--- src/rtl/sccb_pkg.sv ---
package sccb_pkg;
  typedef enum logic [2:0] {
    ST_IDLE,
    ST_START,
    ST_BYTE,
    ST_STOP,
    ST_GAP
  } seq_state_t;

  localparam int unsigned ADDR_W = 3;
  localparam int unsigned NFLAG  = 5;

  localparam logic [ADDR_W-1:0] A_CTRL = 3'd0;
  localparam logic [ADDR_W-1:0] A_DEV  = 3'd1;
  localparam logic [ADDR_W-1:0] A_SUB  = 3'd2;
  localparam logic [ADDR_W-1:0] A_TXD  = 3'd3;
  localparam logic [ADDR_W-1:0] A_RXD  = 3'd4;
  localparam logic [ADDR_W-1:0] A_STAT = 3'd5;
  localparam logic [ADDR_W-1:0] A_IEN  = 3'd6;
  localparam logic [ADDR_W-1:0] A_VEC  = 3'd7;

  // flag positions, index order is also service priority
  localparam int unsigned FL_DONE = 0;
  localparam int unsigned FL_RXB  = 1;
  localparam int unsigned FL_TXW  = 2;
  localparam int unsigned FL_UDF  = 3;
  localparam int unsigned FL_OVR  = 4;
endpackage

--- src/rtl/sccb_tick.sv ---
module sccb_tick #(
  parameter int unsigned DIV = 125
) (
  input  logic clk,
  input  logic rst_n,
  input  logic run,
  output logic tick
);
  generate
    if (DIV <= 1) begin : g_every
      assign tick = run;
    end else begin : g_count
      localparam int unsigned CW = $clog2(DIV);
      localparam logic [CW-1:0] LAST = CW'(DIV - 1);
      logic [CW-1:0] cnt;
      assign tick = run && (cnt == LAST);
      always_ff @(posedge clk or negedge rst_n) begin
        if (!rst_n) cnt <= '0;
        else if (!run || tick) cnt <= '0;
        else cnt <= cnt + 1'b1;
      end
    end
  endgenerate
endmodule

--- src/rtl/sccb_seq.sv ---
module sccb_seq
  import sccb_pkg::*;
(
  input  logic       clk,
  input  logic       rst_n,
  input  logic       tick,
  input  logic       launch,
  input  logic       launch_dir,
  input  logic [6:0] dev_id,
  input  logic [7:0] sub,
  input  logic [7:0] tx_data,
  input  logic       tx_full,
  input  logic       sda_in,
  output logic       busy,
  output logic       in_byte,
  output logic       tx_take,
  output logic       done,
  output logic       rx_valid,
  output logic [7:0] rx_byte,
  output logic       scl_oe,
  output logic       sda_oe
);
  seq_state_t state;
  logic [1:0] q;
  logic [3:0] bitn;
  logic [1:0] ph;
  logic       pass2;
  logic       dir_wr;
  logic [7:0] sh;
  logic [7:0] rx;
  logic       scl_c, sda_c;
  logic       last_q, rx_ph, bit_lvl, phase_end;

  assign last_q    = tick && (q == 2'd3);
  assign rx_ph     = pass2 && (ph == 2'd2);
  assign bit_lvl   = (bitn == 4'd8 || rx_ph) ? 1'b1 : sh[7];
  assign phase_end = (state == ST_BYTE) && last_q && (bitn == 4'd8);
  assign tx_take   = phase_end && (ph == 2'd1) && dir_wr;
  assign done      = (state == ST_STOP) && last_q && (dir_wr || pass2);
  assign rx_valid  = done && !dir_wr;
  assign rx_byte   = rx;
  assign busy      = (state != ST_IDLE);
  assign in_byte   = (state == ST_BYTE);

  always_comb begin
    scl_c = 1'b1;
    sda_c = 1'b1;
    unique case (state)
      ST_START: begin scl_c = (q != 2'd3); sda_c = (q == 2'd0); end
      ST_BYTE:  begin scl_c = (q == 2'd1) || (q == 2'd2); sda_c = bit_lvl; end
      ST_STOP:  begin scl_c = (q != 2'd0); sda_c = q[1]; end
      default:  begin scl_c = 1'b1; sda_c = 1'b1; end
    endcase
  end

  always_ff @(posedge clk or negedge rst_n) begin
    if (!rst_n) begin
      state  <= ST_IDLE;
      q      <= '0;
      bitn   <= '0;
      ph     <= '0;
      pass2  <= 1'b0;
      dir_wr <= 1'b0;
      sh     <= '0;
      rx     <= '0;
      scl_oe <= 1'b0;
      sda_oe <= 1'b0;
    end else begin
      scl_oe <= ~scl_c;
      sda_oe <= ~sda_c;
      if (state == ST_IDLE) begin
        if (launch) begin
          state  <= ST_START;
          q      <= '0;
          pass2  <= 1'b0;
          dir_wr <= launch_dir;
        end
      end else if (tick) begin
        q <= q + 1'b1;
        unique case (state)
          ST_START: if (q == 2'd3) begin
            state <= ST_BYTE;
            bitn  <= '0;
            ph    <= 2'd0;
            sh    <= {dev_id, pass2};
          end
          ST_BYTE: begin
            if (q == 2'd1 && rx_ph && bitn != 4'd8) rx <= {rx[6:0], sda_in};
            if (q == 2'd3) begin
              if (bitn == 4'd8) begin
                bitn <= '0;
                unique case (ph)
                  2'd0: begin
                    if (pass2) ph <= 2'd2;
                    else begin ph <= 2'd1; sh <= sub; end
                  end
                  2'd1: begin
                    if (dir_wr) begin
                      ph <= 2'd2;
                      sh <= tx_full ? tx_data : 8'hFF;
                    end else state <= ST_STOP;
                  end
                  default: state <= ST_STOP;
                endcase
              end else begin
                bitn <= bitn + 1'b1;
                sh   <= {sh[6:0], 1'b0};
              end
            end
          end
          ST_STOP: if (q == 2'd3) begin
            if (!dir_wr && !pass2) begin
              state <= ST_GAP;
              pass2 <= 1'b1;
            end else state <= ST_IDLE;
          end
          ST_GAP: if (q == 2'd3) state <= ST_START;
          default: state <= ST_IDLE;
        endcase
      end
    end
  end
endmodule

--- src/rtl/sccb_regs.sv ---
module sccb_regs
  import sccb_pkg::*;
(
  input  logic              clk,
  input  logic              rst_n,
  input  logic [ADDR_W-1:0] reg_addr,
  input  logic              reg_wr,
  input  logic [7:0]        reg_wdata,
  output logic [7:0]        reg_rdata,
  input  logic              busy,
  input  logic              tx_take,
  input  logic              done,
  input  logic              rx_valid,
  input  logic [7:0]        rx_byte,
  output logic              launch,
  output logic              launch_dir,
  output logic [6:0]        dev_id,
  output logic [7:0]        sub,
  output logic [7:0]        tx_data,
  output logic              tx_full,
  output logic [NFLAG-1:0]  flags,
  output logic              irq
);
  logic             dir_q;
  logic [7:0]       rxd_q;
  logic [NFLAG-1:0] ien_q;
  logic [NFLAG-1:0] set_v, clr_v, pend;
  logic [2:0]       vec;
  logic             wr_ctrl;

  assign wr_ctrl    = reg_wr && (reg_addr == A_CTRL);
  assign launch     = wr_ctrl && reg_wdata[0] && !busy;
  assign launch_dir = reg_wdata[1];

  always_comb begin
    set_v         = '0;
    set_v[FL_DONE] = done;
    set_v[FL_RXB]  = rx_valid;
    set_v[FL_TXW]  = launch && reg_wdata[1] && !tx_full;
    set_v[FL_UDF]  = tx_take && !tx_full;
    set_v[FL_OVR]  = rx_valid && flags[FL_RXB];
    clr_v = (reg_wr && reg_addr == A_STAT) ? reg_wdata[NFLAG-1:0] : '0;
  end

  assign pend = flags & ien_q;
  assign irq  = |pend;

  always_comb begin
    vec = 3'd0;
    for (int i = NFLAG - 1; i >= 0; i--) begin
      if (pend[i]) vec = 3'(i + 1);
    end
  end

  always_ff @(posedge clk or negedge rst_n) begin
    if (!rst_n) begin
      dir_q   <= 1'b0;
      dev_id  <= '0;
      sub     <= '0;
      tx_data <= '0;
      tx_full <= 1'b0;
      rxd_q   <= '0;
      ien_q   <= '0;
      flags   <= '0;
    end else begin
      flags <= (flags & ~clr_v) | set_v;
      if (rx_valid) rxd_q <= rx_byte;
      if (tx_take) tx_full <= 1'b0;
      if (reg_wr) begin
        unique case (reg_addr)
          A_CTRL: dir_q <= reg_wdata[1];
          A_DEV:  dev_id <= reg_wdata[6:0];
          A_SUB:  sub <= reg_wdata;
          A_TXD:  begin tx_data <= reg_wdata; tx_full <= 1'b1; end
          A_IEN:  ien_q <= reg_wdata[NFLAG-1:0];
          default: ;
        endcase
      end
    end
  end

  always_comb begin
    unique case (reg_addr)
      A_CTRL:  reg_rdata = {6'b0, dir_q, 1'b0};
      A_DEV:   reg_rdata = {1'b0, dev_id};
      A_SUB:   reg_rdata = sub;
      A_TXD:   reg_rdata = tx_data;
      A_RXD:   reg_rdata = rxd_q;
      A_STAT:  reg_rdata = {busy, 2'b0, flags};
      A_IEN:   reg_rdata = {3'b0, ien_q};
      default: reg_rdata = {5'b0, vec};
    endcase
  end
endmodule

--- src/rtl/sccb_master.sv ---
module sccb_master
  import sccb_pkg::*;
#(
  parameter int unsigned DIV = 125
) (
  input  logic              clk,
  input  logic              rst_n,
  input  logic [ADDR_W-1:0] reg_addr,
  input  logic              reg_wr,
  input  logic [7:0]        reg_wdata,
  output logic [7:0]        reg_rdata,
  output logic              irq,
  output logic              scl_oe,
  output logic              sda_oe,
  input  logic              sda_in
);
  logic             busy_w, in_byte_w, tick_w, launch_w, launch_dir_w;
  logic             tx_take_w, done_w, rx_valid_w, tx_full_w;
  logic [7:0]       rx_byte_w, sub_w, tx_data_w;
  logic [6:0]       dev_w;
  logic [NFLAG-1:0] flags_w;

  sccb_tick #(.DIV(DIV)) tick_i (
    .clk(clk), .rst_n(rst_n), .run(busy_w), .tick(tick_w)
  );

  sccb_regs regs_i (
    .clk(clk), .rst_n(rst_n),
    .reg_addr(reg_addr), .reg_wr(reg_wr), .reg_wdata(reg_wdata), .reg_rdata(reg_rdata),
    .busy(busy_w), .tx_take(tx_take_w), .done(done_w),
    .rx_valid(rx_valid_w), .rx_byte(rx_byte_w),
    .launch(launch_w), .launch_dir(launch_dir_w),
    .dev_id(dev_w), .sub(sub_w), .tx_data(tx_data_w), .tx_full(tx_full_w),
    .flags(flags_w), .irq(irq)
  );

  sccb_seq seq_i (
    .clk(clk), .rst_n(rst_n), .tick(tick_w),
    .launch(launch_w), .launch_dir(launch_dir_w),
    .dev_id(dev_w), .sub(sub_w), .tx_data(tx_data_w), .tx_full(tx_full_w),
    .sda_in(sda_in),
    .busy(busy_w), .in_byte(in_byte_w), .tx_take(tx_take_w), .done(done_w),
    .rx_valid(rx_valid_w), .rx_byte(rx_byte_w),
    .scl_oe(scl_oe), .sda_oe(sda_oe)
  );
endmodule

--- config.mk ---
export PLATFORM = sky130hd
export DESIGN_NAME = sccb_master
export DESIGN_NICKNAME = d
export VERILOG_FILES = /design/src/rtl/sccb_pkg.sv /design/src/rtl/sccb_tick.sv /design/src/rtl/sccb_seq.sv /design/src/rtl/sccb_regs.sv /design/src/rtl/sccb_master.sv
export SDC_FILE = /design/constraint.sdc
export NUM_CORES = 1
export LEC_CHECK = 0
export ABC_CLOCK_PERIOD_IN_PS = 3700
export CAP_MARGIN = 25
export CORE_ASPECT_RATIO = 1.75
export CORE_MARGIN = 5
export CORE_UTILIZATION = 55
export DETAILED_ROUTE_END_ITERATION = 16
export PLACE_DENSITY_LB_ADDON = 0.25
export SETUP_SLACK_MARGIN = 0.05
export SYNTH_ARGS = -nofsm -noshare
export SYNTH_HDL_FRONTEND = slang
export SYNTH_HIERARCHICAL = 1
export SYNTH_SLANG_ARGS = --single-unit
--- constraint.sdc ---
create_clock -name clk -period 3.7 [get_ports clk]
set_clock_uncertainty 0.2 [all_clocks]
set_input_delay 0.555 -clock clk [delete_from_list [all_inputs] [get_ports clk]]
set_output_delay 0.555 -clock clk [all_outputs]
set_load 0.02 [all_outputs]
==> impl_metrics.yaml, run 1 <==
sta:
  finalSetupTns_ns: 0
  fmax_ghz: 0.286
  setup_viol: 0
  layout_setup_ws_ns: 0.201
  tightest_slew_ns: 0.732
  rsz0062_at_grt: "false"
  finalMaxSlewViolations: 0
  slew_headroom_pct: 51.1
  finalCritPeriodShare_pct: 94.6
  hold_violations: 0
  layout_min_cycle_time_ns: 3.50
clock_network:
  cts_sinks: 81
  cts.repair.resized: 0
  h-tree-depth: 3
  clockRootBuffer: "clkbuf_16"
  clkSlewWorstSetupHoldPaths_ns: 0.06
  cts_buffers: 9
  cts.path.max_buffers: 2
  clk_latency_ns: 0.34
  cts_tree: "done"
die:
  dieArea_um2: 9920
  pin_count: 26
  coreArea_um2: 7860
  initial_core_util_pct: 55.8
  row_count: 43
  die_w_um: 77.5
  fp.dieH_um: 128
setup_path:
  critPathKind: "primary input to output pin"
  reg2reg_depth: 6
  critPathRequiredTime_ns: 2.94
  cp_cell_sequence: "clkdlybuf4s50_1, nor2b_1, buf_4, a221oi_2, a21oi_1, a311o_1, clkdlybuf4s50_1"
  crit_fanout: 10
  critical-path-top-delay-family: "buffers and inverters"
  slowest_delay_ns: 0.67
  crit_top_cell: "clkdlybuf4s50_1"
  end_kind: "output pin"
  cp-startpoint: "reg_addr[2]"
  worstReg2RegStart: "seq_i/state[1]"
  cp_slowest_cell: "clkdlybuf4s50_1"
  r2r_slack_ns: 0.79
  reg2reg_to: "seq_i/state[2]"
  start_kind: "primary input"
  arrival_ns: 2.74
  worst-path-buf-inv: 3
logic_synthesis:
  async_flop_share_pct: 100
  synthesis.area_per_instance_um2: 11.1
  synthDistinctLibCells: 67
  synth_edf_count: 0
  synth_seq_cells: 81
  yosys_warnings: 6
  synthCells: 395
  synth_nets: 417
  ys_seq_area_share_pct: 46.3
  ys.flop_type: "dfrtp_1"
  syn_area_um2: 4380
global_routing:
  grt_start_max_net_pins: 82
  grt_pass1_wl_um: 17600
  antenna_found_initial: 0
  grt_use_total_pct: 22.8
  grt_overflow: 0
  grt_pass1_vias: 3503
place:
  gp_congestion: 0.948
  place_ws_ns: 0.245
  place_area_um2: 4730
  port_buffers: 25
  placed_cells_incl_taps: 505
  dpl.hpwl_um: 7450
worst_hold_path:
  hp-start: "regs_i/rxd_q[0]"
  hold_path.class: "register to register"
  min_to: "regs_i/rxd_q[0]"
  hold_path_depth: 1
drt:
  drt-wirelength-per-cell_um: 20.3
  vias: 3278
  dr.first_iter.drc_count: 215
  post_drt_via_cell_ratio: 6.28
  antenna_left: 0
  wl_um: 10600
  drt_pass1_iterations: 4
  route.detailed.drc: 0
final_layout:
  syn_to_final_growth_pct: 16.5
  n_antenna_cell: 0
  layout_common_cells: "81 x dfrtp_1, 54 x mux2_2, 29 x nand2_1"
  design_area_um2: 5110
  instances_no_fill: 522
  drive_above_1_share_pct: 24.8
  nNetsFinal: 450
  layout_commonest_cell: "dfrtp_1"
run_status:
  status: "complete, no violations"
pwr:
  ir_drop_v: 0.000334
  powerDensity_nw_per_um2: 496
  p_leak_nw: 2.21
run:
  maxCapViolCount: 0
==> metrics by stage <==
stage / hold WS, ns / total power [mW] / utilization [%]
finish: 0.312 / 2.54 / 65.0
global route: 0.332 / 2.66 / 65.0
CTS: 0.231 / 2.55 / 64.5
detailed placement: 0.294 / 1.54 / 60.3
global placement: 0.290 / 1.53 / 60.3
floorplan: 0.0594 / 1.37 / -
==> registers in the layout, indices dropped and copies added (netlist names), 7 cells and up <==
name and cells:
regs_i/rxd_q 8, regs_i/sub 8, regs_i/tx_data 8, seq_i/rx_byte 8, seq_i/sh 8, regs_i/dev_id 7
tick_i/g_count.cnt 7
==> cells in the mapped netlist, types with 2 or more instances <==
library cell | n | area [um2]
a211oi_1 | 2 | 15.0
a21boi_0 | 2 | 15.0
a21o_1 | 4 | 30.0
a21oi_1 | 14 | 70.1
a221oi_1 | 2 | 17.5
a22o_1 | 4 | 35.0
a22oi_1 | 11 | 82.6
a2bb2oi_1 | 2 | 17.5
a31oi_1 | 8 | 50.1
a32o_1 | 2 | 20.0
and2_1 | 2 | 12.5
and3b_1 | 3 | 26.3
buf_2 | 3 | 15.0
buf_4 | 4 | 30.0
buf_6 | 4 | 45.0
clkbuf_1 | 10 | 37.5
dfrtp_1 | 81 | 2030
ha_1 | 7 | 87.6
inv_1 | 12 | 45.0
mux2_2 | 54 | 608
mux2_4 | 8 | 120
mux2i_1 | 3 | 30.0
nand2_1 | 29 | 109
nand2b_1 | 5 | 31.3
nand3_1 | 9 | 45.0
nand3b_1 | 3 | 22.5
nand4_1 | 5 | 31.3
nand4bb_1 | 7 | 78.8
nor2_1 | 23 | 86.3
nor2b_1 | 6 | 37.5
nor3_1 | 4 | 20.0
o211ai_1 | 8 | 60.1
o21ai_0 | 15 | 75.1
o221ai_1 | 2 | 17.5
o22ai_1 | 2 | 12.5
or3b_1 | 2 | 17.5
xnor2_1 | 2 | 17.5
xor2_1 | 2 | 17.5
==> worst register-to-register path: cells and delay by family (launching register included) <==
| kind | cells | cell delay (ns) |
|---|---|---|
| AOI/OAI and AO/OA | 1 | 0.30 |
| DFF | 1 | 0.38 |
| muxes | 1 | 0.38 |
| and+or+nand+nor | 4 | 1.53 |
==> cell families (layout without fill, tap and decap cells) <==
group / Yosys count / count (layout) / synth area share (%)
and+or+nand+nor: 115 / 115 / 15.5
AOI/OAI and AO/OA: 88 / 88 / 14.0
DFF: 81 / 81 / 46.3
muxes: 65 / 65 / 17.3
buffers and inverters: 35 / 72 / 4.14
adders and majority gates: 7 / 7 / 2.00
xor gates and xnor gates: 4 / 4 / 0.800
==> repair_timing <==
item / in CTS / in global routing
endpoints found under the hold margin: 0 / 8
buffers inserted: 0 / 0
hold buffers: 0 / 1
==> layer usage <==
| layer | wire length [um] | global-route usage, % |
|---|---|---|
| met3 | 356 | 4.36 |
| met5 | 0 | 0 |
| met2 | 5710 | 38.8 |
| met1 | 3990 | 26.0 |
| met4 | 514 | 14.2 |
==> report_power, final <==
group          internal, mW  switching, mW
Combinational         0.229          0.224
Sequential            0.984         0.0974
Clock                 0.655          0.345
==> layout make-up <==
class	instances	area (um2)
timing repair buffer	43	405
clock inverter	5	105
multi-input combinational	279	2170
fill	626	2750
tap	90	113
sequential	81	2030
clock buffer	10	229
inverter	14	53.8
==> worst max path at each step <==
stage	endpoint	slack (ns)	cells past startpoint
floorplan	seq_i/state[0]	0.89	7
global placement	reg_rdata[4]	0.24	7
finish	reg_rdata[4]	0.20	7
global route	reg_rdata[4]	0.12	7
CTS	reg_rdata[4]	0.22	7
detailed placement	reg_rdata[4]	0.25	7
(Power assumes the default switching activity.)
==> inputs of run 2 (changes only) <==
--- a/config.mk
+++ b/config.mk
@@ -11,6 +11,7 @@
 export CORE_MARGIN = 5
 export CORE_UTILIZATION = 55
 export DETAILED_ROUTE_END_ITERATION = 16
+export MAX_ROUTING_LAYER = met4
 export PLACE_DENSITY_LB_ADDON = 0.25
 export SETUP_SLACK_MARGIN = 0.05
 export SYNTH_ARGS = -nofsm -noshare
==> impl_metrics.yaml, run 2 (synthesized netlist as in run 1, its figures left out) <==
setup_path:
  end_kind: "output pin"
  start_kind: "primary input"
  crit_top_cell: "clkdlybuf4s50_1"
  cp_slowest_cell: "clkdlybuf4s50_1"
  slowest_delay_ns: 0.67
  critical-path-top-delay-family: "buffers and inverters"
  critPathKind: "primary input to output pin"
  critPathRequiredTime_ns: 2.94
  worst-path-buf-inv: 3
  worstReg2RegStart: "seq_i/state[1]"
  cp_cell_sequence: "clkdlybuf4s50_1, nor2b_1, buf_4, a221oi_2, a21oi_1, a311o_1, clkdlybuf4s50_1"
  crit_fanout: 10
  arrival_ns: 2.71
  cp-startpoint: "reg_addr[2]"
clock_network:
  cts.path.max_buffers: 2
  h-tree-depth: 3
  clockRootBuffer: "clkbuf_16"
  cts_sinks: 81
  cts_buffers: 9
  clk_latency_ns: 0.34
  cts_tree: "done"
  post_cts_buffers: 0
  cts.repair.resized: 0
  clkSlewWorstSetupHoldPaths_ns: 0.06
pwr:
  p_int_mw: 1.80
  swShare_pct: 27.3
  clock_power_share_pct: 38.3
  pwr-share-seq_pct: 43.6
  powerDensity_nw_per_um2: 487
  p_leak_nw: 2.22
  finalPower_mw: 2.48
  ir_drop_v: 0.000337
  pwr-share-comb_pct: 18.2
  p_switching_mw: 0.677
final_layout:
  syn_to_final_growth_pct: 16.2
  nNetsFinal: 450
  layout_commonest_cell: "dfrtp_1"
  multi_input_area_um2: 2170
  final.fill_count: 629
  n_antenna_cell: 0
  instances_no_fill: 523
  layout_common_cells: "81 x dfrtp_1, 54 x mux2_2, 29 x nand2_1"
  drive_above_1_share_pct: 25.2
  regArea_um2: 2030
sta:
  finalCritPeriodShare_pct: 93.5
  layout_min_cycle_time_ns: 3.46
  finalSetupTns_ns: 0
  tightest_slew_ns: 0.727
  setup_viol: 0
  finalMaxSlewViolations: 0
  rsz0062_at_grt: "false"
  fmax_ghz: 0.289
  layout_setup_ws_ns: 0.239
  hold_violations: 0
  slew_headroom_pct: 51.5
die:
  die_w_um: 77.5
  coreArea_um2: 7860
  initial_core_util_pct: 55.8
  dieArea_um2: 9920
  pin_count: 26
  row_count: 43
  fp.dieH_um: 128
global_routing:
  grt_pass1_wl_um: 16700
  antenna_found_initial: 0
  grt_pass1_vias: 3425
  grt_use_total_pct: 22.1
  grt_start_max_net_pins: 82
  grt_overflow: 0
drt:
  drt_pass1_iterations: 4
  post_drt_via_cell_ratio: 6.29
  route.detailed.drc: 0
  drt-wirelength-per-cell_um: 19.3
  dr.first_iter.drc_count: 225
  antenna_left: 0
  wl_um: 10100
  vias: 3290
place:
  port_buffers: 25
  place_ws_ns: 0.251
  placed_cells_incl_taps: 505
  gp_congestion: 0.955
  dpl.hpwl_um: 7400
worst_hold_path:
  hold_path.class: "register to register"
  hp-start: "seq_i/rx_byte[7]"
run:
  maxCapViolCount: 0
run_status:
  status: "complete, no violations"
==> run 2: timing repair <==
item,in CTS,in global routing
setup endpoints to repair,0,0
hold buffers,0,1
endpoints found under the hold margin,0,19
==> run 2: per-layer routing <==
layer | global-route usage [%] | vias to the layer above | wire, um
met4 | 11.2 | 0 | 408
met1 | 22.9 | 1655 | 3860
met3 | 4.43 | 24 | 328
met5 | - | - | 0
li1 | - | 1532 | -
met2 | 39.1 | 79 | 5500
==> run 2: cell type report <==
type                       instances  share of cell area [%]
timing repair buffer              43                    7.96
clock inverter                     7                    1.87
multi-input combinational        279                    42.7
sequential                        81                    39.8
clock buffer                       9                    4.42
inverter                          14                    1.06
tap                               90                    2.21
==> run 2: path summary, 6_finish.rpt <==
path                            slack, ns  cells after the start                end
worst max-delay path                 0.24                      7       reg_rdata[4]
worst min-delay path                 0.30                      1   seq_i/rx_byte[7]
worst max register to register       0.82                      6     seq_i/state[0]
worst min register to register       0.30                      1   seq_i/rx_byte[7]
max in group asynchronous            2.28                      3  regs_i/tx_data[5]
min in group asynchronous            0.43                      2      seq_i/bitn[1]
==> run 2: power by group through the flow <==
stage / clock (mW) / combinational, mW / sequential [mW]
final: 0.949 / 0.451 / 1.08
after global placement: 0 / 0.437 / 1.09
after floorplan: 0 / 0.308 / 1.06
after global routing: 1.01 / 0.493 / 1.09
after CTS: 0.967 / 0.448 / 1.08
after detailed placement: 0 / 0.447 / 1.09
==> run 2: per-stage QoR <==
stage | hold WS, ns | utilization (%) | instance area (um2)
after global placement | 0.288 | 60.3 | 4730
final | 0.303 | 64.8 | 5090
after detailed placement | 0.294 | 60.3 | 4730
after CTS | 0.219 | 64.4 | 5050
after floorplan | 0.0594 | - | 4380
after global routing | 0.330 | 64.8 | 5090
